==> config.mk <==
export PLATFORM = sky130hd
export DESIGN_NAME = fdc_rate_clkgen
export DESIGN_NICKNAME = d
export VERILOG_FILES = /design/src/rtl/fdc_rate_pkg.sv /design/src/rtl/rate_ctl_reg.sv /design/src/rtl/ref_select.sv /design/src/rtl/cell_divider.sv /design/src/rtl/fdc_rate_clkgen.sv
export SDC_FILE = /design/constraint.sdc
export NUM_CORES = 1
export LEC_CHECK = 0
export BUFFER_PORTS_ARGS = -buffer_cell sky130_fd_sc_hd__buf_2
export CAP_MARGIN = 20
export CORE_UTILIZATION = 30
export CTS_CLUSTER_DIAMETER = 200
export DETAILED_ROUTE_END_ITERATION = 8
export PLACE_DENSITY = 0.56
export SYNTH_ARGS = -nofsm -noshare
export SYNTH_HDL_FRONTEND = slang
export SYNTH_SLANG_ARGS = --single-unit
==> constraint.sdc <==
create_clock -name clk_i -period 4.5 [get_ports clk_i]
set_input_delay 0.45 -clock clk_i [delete_from_list [all_inputs] [get_ports clk_i]]
set_output_delay 0.45 -clock clk_i [all_outputs]
set_load 0.02 [all_outputs]
==> src/rtl/fdc_rate_pkg.sv <==
package fdc_rate_pkg;
  typedef enum logic [1:0] {
    RATE_500 = 2'b00,
    RATE_300 = 2'b01,
    RATE_250 = 2'b10,
    RATE_125 = 2'b11
  } rate_e;

  localparam int unsigned NUM_RATES = 4;

  function automatic int unsigned max4(int unsigned a, int unsigned b,
                                       int unsigned c, int unsigned d);
    int unsigned m;
    m = a;
    if (b > m) m = b;
    if (c > m) m = c;
    if (d > m) m = d;
    return m;
  endfunction
endpackage

==> src/rtl/rate_ctl_reg.sv <==
module rate_ctl_reg
  import fdc_rate_pkg::*;
#(
  parameter int unsigned DATA_W = 8
) (
  input  logic              clk_i,
  input  logic              rst_ni,
  input  logic              we_i,
  input  logic [DATA_W-1:0] wdata_i,
  input  logic              commit_i,
  output rate_e             host_code_o,
  output rate_e             active_code_o
);
  rate_e host_q, active_q;

  always_ff @(posedge clk_i or negedge rst_ni) begin
    if (!rst_ni) begin
      host_q   <= RATE_500;
      active_q <= RATE_500;
    end else begin
      if (we_i)     host_q   <= rate_e'(wdata_i[1:0]);
      // commit takes the value held before this edge
      if (commit_i) active_q <= host_q;
    end
  end

  assign host_code_o   = host_q;
  assign active_code_o = active_q;
endmodule

==> src/rtl/ref_select.sv <==
module ref_select
  import fdc_rate_pkg::*;
#(
  parameter logic [NUM_RATES-1:0] SLOW_MASK = 4'b0010
) (
  input  rate_e code_i,
  input  logic  fast_en_i,
  input  logic  slow_en_i,
  output logic  tick_o
);
  logic [NUM_RATES-1:0] tick_by_code;

  for (genvar g = 0; g < NUM_RATES; g++) begin : g_src
    if (SLOW_MASK[g]) begin : g_slow
      assign tick_by_code[g] = slow_en_i;
    end else begin : g_fast
      assign tick_by_code[g] = fast_en_i;
    end
  end

  assign tick_o = tick_by_code[code_i];
endmodule

==> src/rtl/cell_divider.sv <==
module cell_divider
  import fdc_rate_pkg::*;
#(
  parameter int unsigned CNT_W = 6,
  parameter int unsigned DIV0  = 16,
  parameter int unsigned DIV1  = 16,
  parameter int unsigned DIV2  = 32,
  parameter int unsigned DIV3  = 64
) (
  input  logic  clk_i,
  input  logic  rst_ni,
  input  logic  tick_i,
  input  rate_e code_i,
  output logic  cell_end_o,
  output logic  dbl_en_o,
  output logic  bit_en_o
);
  logic [CNT_W-1:0] cnt_q, term;
  logic             phase_q, wrap, dbl_q, bit_q;

  always_comb begin
    unique case (code_i)
      RATE_500: term = CNT_W'(DIV0 - 1);
      RATE_300: term = CNT_W'(DIV1 - 1);
      RATE_250: term = CNT_W'(DIV2 - 1);
      default:  term = CNT_W'(DIV3 - 1);
    endcase
  end

  assign wrap       = tick_i && (cnt_q == term);
  assign cell_end_o = wrap && phase_q;

  always_ff @(posedge clk_i or negedge rst_ni) begin
    if (!rst_ni) begin
      cnt_q   <= '0;
      phase_q <= 1'b0;
      dbl_q   <= 1'b0;
      bit_q   <= 1'b0;
    end else begin
      if (wrap)        cnt_q <= '0;
      else if (tick_i) cnt_q <= cnt_q + 1'b1;
      if (wrap) phase_q <= ~phase_q;
      dbl_q <= wrap;
      bit_q <= cell_end_o;
    end
  end

  assign dbl_en_o = dbl_q;
  assign bit_en_o = bit_q;
endmodule

==> src/rtl/fdc_rate_clkgen.sv <==
module fdc_rate_clkgen
  import fdc_rate_pkg::*;
#(
  parameter int unsigned DATA_W   = 8,
  parameter int unsigned DIV_500  = 16,
  parameter int unsigned DIV_300  = 16,
  parameter int unsigned DIV_250  = 32,
  parameter int unsigned DIV_125  = 64
) (
  input  logic              clk_i,
  input  logic              rst_ni,
  input  logic              ref_fast_en_i,
  input  logic              ref_slow_en_i,
  input  logic              rate_we_i,
  input  logic [DATA_W-1:0] wdata_i,
  output logic [1:0]        rate_code_o,
  output logic              rate_lsb_o,
  output logic              bit_en_o,
  output logic              dbl_en_o
);
  localparam int unsigned DIV_MAX = max4(DIV_500, DIV_300, DIV_250, DIV_125);
  localparam int unsigned CNT_W   = (DIV_MAX > 1) ? $clog2(DIV_MAX) : 1;

  rate_e host_code, active_code;
  logic  tick, cell_end;

  rate_ctl_reg #(.DATA_W(DATA_W)) u_reg (
    .clk_i        (clk_i),
    .rst_ni       (rst_ni),
    .we_i         (rate_we_i),
    .wdata_i      (wdata_i),
    .commit_i     (cell_end),
    .host_code_o  (host_code),
    .active_code_o(active_code)
  );

  ref_select #(.SLOW_MASK(4'b0010)) u_sel (
    .code_i   (active_code),
    .fast_en_i(ref_fast_en_i),
    .slow_en_i(ref_slow_en_i),
    .tick_o   (tick)
  );

  cell_divider #(
    .CNT_W(CNT_W), .DIV0(DIV_500), .DIV1(DIV_300), .DIV2(DIV_250), .DIV3(DIV_125)
  ) u_div (
    .clk_i     (clk_i),
    .rst_ni    (rst_ni),
    .tick_i    (tick),
    .code_i    (active_code),
    .cell_end_o(cell_end),
    .dbl_en_o  (dbl_en_o),
    .bit_en_o  (bit_en_o)
  );

  assign rate_code_o = host_code;
  assign rate_lsb_o  = host_code[0];
endmodule

# Word-level counts from Yosys, hierarchy flattened
# Cells that the tools add are included.
totals:
  register_bits: 13
op_classes:
  n_reduce_logical: 5
  bitwise: 1
  eq_ne: 3
  addsub: 1
  order_cmp: 1
  n_mux: 5
op_table:
  columns: ["operator", "n"]
  rows:
  - ["6-bit 2-to-1 mux", 2]
  - ["6-bit case mux with 2 select lines", 1]
  - ["6-bit by 1-bit adder with 6-bit output (second input constant)", 1]
  - ["6-bit == test", 1]
  - ["2-bit by 3-bit less-than comparator with 1-bit output (second input constant)", 1]
  - ["1-bit binary-select mux with 2-bit select", 1]
  - ["2-bit by 1-bit == test with 1-bit output (second input constant)", 1]
  - ["2-bit == test (second input constant)", 1]
  - ["1-bit logical AND", 2]
  - ["2-bit zero test", 1]
  - ["2-bit nonzero test", 1]
  - ["2-bit OR reduction", 1]
  - ["1-bit 2-to-1 mux", 1]
  - ["1-bit inverter", 1]

# Depth between registers and ports, before layout
logic_depth:
  depth_word: 6
  ltp_mapped: 5
  depth_no_buf: 5

# Modules after synthesis
# From an unflattened synthesis, not the netlist that was laid out.
hier_totals:
  cells_unflattened: 47
  area_unflattened_um2: 611.8
by_module_without_submodules:
  columns: ["mod", "seq_area_each_um2", "n_inst", "cells_per_inst", "area_each_um2"]
  rows:
  - ["cell_divider", 225.2, 1, 36, 430.4]
  - ["rate_ctl_reg", 100.1, 1, 8, 145.1]
  - ["ref_select", 0.0, 1, 2, 28.8]
  - ["fdc_rate_clkgen", 0.0, 1, 1, 7.5]

# Worst setup path before layout
# Ideal clock, no wire load.
synth_timing:
  path_kind: "register -> register"
  from: "reg u_div.cnt_q[4]"
  to: "reg u_reg.active_q[0] (netlist: u_reg.active_code_o[0])"
  path_slack_ns: 2.885
  stages_incl_launch_ff: 6
  t_required_ns: 4.373
  t_arrival_ns: 1.488
  n_path_buf: 0
  cell_sequence: "dfrtp_1 nor3_1 a31oi_1 nor4b_4 nand2_2 mux2_1"
synth_between:
  elab_chain_cells: 3
synth_lines:
  columns: ["element", "line", "rtl"]
  rows:
  - ["start: declaration", "cell_divider.sv:18", "logic [CNT_W-1:0] cnt_q, term;"]
  - ["start signal: assignment", "cell_divider.sv:41", "else if (tick_i) cnt_q <= cnt_q + 1'b1;"]
  - ["6-bit == test", "cell_divider.sv:30", "assign wrap = tick_i && (cnt_q == term);"]
  - ["1-bit logical AND", "cell_divider.sv:30", null]
  - ["net u_div.wrap", "cell_divider.sv:19", "logic phase_q, wrap, dbl_q, bit_q;"]
  - ["1-bit logical AND", "cell_divider.sv:31", "assign cell_end_o = wrap && phase_q;"]
  - ["end signal: assignment", "rate_ctl_reg.sv:23", "if (commit_i) active_q <= host_q;"]
  - ["end: declaration", "rate_ctl_reg.sv:14", "rate_e host_q, active_q;"]
# The timed path passes the listed nets, and every way through them passes these cells.
# A chain may end at the register's enable or synchronous reset.

# Worst setup path in the final report
# Ends and elaborated chain as after synthesis.

==> flow_summary.yaml <==
final_layout:
  area_delta_synth_final_pct: 17.4
  regArea_um2: 325
  fillers: 205
  layout.nets: 78
  final_cell_mix: "dfrtp_1 (13), buf_2 (11), nor2_1 (4), mux2_2 (4), clkbuf_4 (3)"
  multi_input_comb_area_um2: 280
  layout-drive-gt1-share_pct: 34.9
  final_core_util_pct: 37.3
  antenna_cells: 0
  layout_commonest_cell: "dfrtp_1"
timing:
  slew_headroom_pct: 66.8
  finalCriticalPeriod_ps: 1800
  tightestPinTransition_ps: 496
  finalSetupTns_ps: 0
  rsz0062_at_grt: "no"
  fmax_mhz: 555
  setup_viol: 0
  slew_viol_final: 0
  min_period_over_period_pct: 40.0
  fin_worst_skew_ps: 4.22
  hold_viol_final: 0
place:
  dpl.hpwl_um: 695
  port_buffers: 11
  place.gp.congestion: 0.654
route:
  drtIter0Drc: 9
  routed-via-count: 402
  drtPass1Iterations: 4
  wl_per_cell_um: 10.9
  drtAntennaViolNets: 0
  drc: 0
  drt-vias-per-instance: 4.47
  routed_wl_um: 982
global_route:
  grt_max_degree: 14
  track_usage_pct: 11.4
  grtUsageMet1_pct: 15.2
  grt_pass1_wl_um: 1610
  antenna_found_initial: 0
  use_met2_pct: 14.5
  use_met3_pct: 5.77
  busiest_layer: "met1"
  grt_pass1_vias: 381
  overflow: 0
setup_path:
  critPathLaunchType: "flop"
  endpoint_kind: "flop"
  path_max_fanout: 5
  path_class: "reg -> reg"
  crit_path_max_incr_delay_ps: 430
  cp_data_required_time_ps: 4660
  slowest_stage: "dfrtp_1"
  crit_arrival_ps: 1960
  crit_chain: "nor3_1 -> a31oi_1 -> nor4b_4 -> nand2_2 -> mux2_1"
clock_network:
  h-tree-depth: 1
  ctsResizeCount: 0
  ctsHoldBuffers: 0
  ctsLongestPathBuffers: 2
  worstSkewPairLatency_ps: 270
  clkSinkCount: 13
  cts_tree: "built"
  cts_made_buffers: 3
  cts-root-buf: "clkbuf_4"
  cts.clk_slew.worst_paths_ps: 80
  post_cts_buffers: 0
outcome:
  outcome: "finished, final reports clean"
floorplan:
  fp.dieW_um: 47.3
  start_util_pct: 31.8
  io_pins: 18
  die-area_um2: 2240
  core_um2: 1940
  row_count: 16
  die_h_um: 47.3
synthesis:
  syn_inst: 49
  synth_seq_area_share_pct: 52.7
  netlist_area_um2: 617
  ys_ff_latch: 13
  post_synth.cell_area_avg_um2: 12.6
  synth_cell_type_count: 25
  syn_nets: 63
  yosysWarningCount: 0
pwr:
  p_leak_uw: 0.000336
  peakVddDrop_uv: 218
  powerDensity_nw_per_um2: 422
run:
  timing.max_cap.violations: 0
hold_path:
  hold_path.class: "in -> async"
-- cell type report --
type / instances / share of cell area, %
tap: 27 / 4.66
inverter: 1 / 0.518
sequential: 13 / 44.9
multi-input combinational: 34 / 38.7
timing repair buffer: 11 / 7.60
clock buffer: 4 / 3.63
-- worst paths after layout --
check	start	depth (start not counted)	slack [ps]	to
max	u_div.cnt_q[4]	5	2700	u_reg.active_code_o[0]
min	rst_ni	1	50	u_div.dbl_en_o
max reg2reg	u_div.cnt_q[4]	5	2700	u_reg.active_code_o[0]
min reg2reg	u_div.phase_q	1	490	u_div.phase_q
max in group asynchronous	rst_ni	1	4220	u_reg.active_code_o[1]
min in group clk_i	wdata_i[0]	2	410	u_reg.host_code_o[0]
-- metal layers --
metal | vias up | part of all wire (%) | wire length (um)
met5 | - | 0 | 0
met4 | 0 | 2.1 | 21
met3 | 2 | 4.7 | 46
met2 | 8 | 43 | 421
met1 | 191 | 50 | 493
li1 | 201 | - | -
-- cells in the mapped netlist --
library cell | instances | area [um^2]
nand2b_2 | 1 | 8.76
xnor2_1 | 2 | 17.5
buf_4 | 1 | 7.51
or4_1 | 1 | 7.51
ha_1 | 1 | 12.5
nand2_1 | 2 | 7.51
a21oi_1 | 1 | 5.00
dfrtp_1 | 13 | 325
mux2i_4 | 1 | 22.5
nor4b_4 | 1 | 23.8
mux2_1 | 2 | 22.5
mux2_2 | 4 | 45.0
xor2_1 | 1 | 8.76
and2_1 | 1 | 6.26
nand2b_1 | 1 | 6.26
nand3_1 | 1 | 5.00
o22a_1 | 1 | 8.76
nor2_1 | 4 | 15.0
a21o_1 | 2 | 15.0
nand2_2 | 1 | 6.26
o21ai_0 | 1 | 5.00
a31oi_1 | 1 | 6.26
inv_1 | 1 | 3.75
nor3_1 | 2 | 10.0
nor3b_1 | 2 | 15.0
-- sequential cells by signal, indices dropped and copies added (netlist names) --
register,flops
u_div.bit_en_o,1
u_div.phase_q,1
u_reg.host_code_o,2
u_div.cnt_q,6
u_reg.active_code_o,2
u_div.dbl_en_o,1
-- logic make-up (layout without fill, tap and decap cells) --
group | after synthesis | count (layout) | share of synthesized area [%]
AND/OR/NAND/NOR | 17 | 17 | 18.1
flip-flops | 13 | 13 | 52.7
multiplexers | 7 | 7 | 14.6
AO/OA/AOI/OAI | 6 | 6 | 6.49
XOR/XNOR | 3 | 3 | 4.26
buffers and inverters | 2 | 16 | 1.83
adder cells (fa/ha/maj) | 1 | 1 | 2.03
-- report_power, final --
| group | internal [uW] | switching, uW | total, uW |
|---|---|---|---|
| clock network | 34.3 | 36.9 | 71.2 |
| registers | 140 | 22.5 | 162 |
| logic | 36.9 | 35.2 | 72.2 |
-- critical path, delay by kind of cell (launching register included) --
kind             cells  cell delay, ps
AO/OA/AOI/OAI        1             160
flip-flops           1             430
multiplexers         1             320
AND/OR/NAND/NOR      3             770
-- metrics by stage --
stage	power, uW	cell area [um^2]	hold WS, ps	cells	setup WS (ps)
final	306	724	49.2	90	2700
after global routing	330	724	52.7	90	2570
after CTS	311	724	47.5	90	2720
after detailed placement	237	698	355	86	2750
after global placement	234	698	352	86	2750
after floorplan	217	617	154	49	2880
Note: power is estimated with default switching activity, not from simulation.
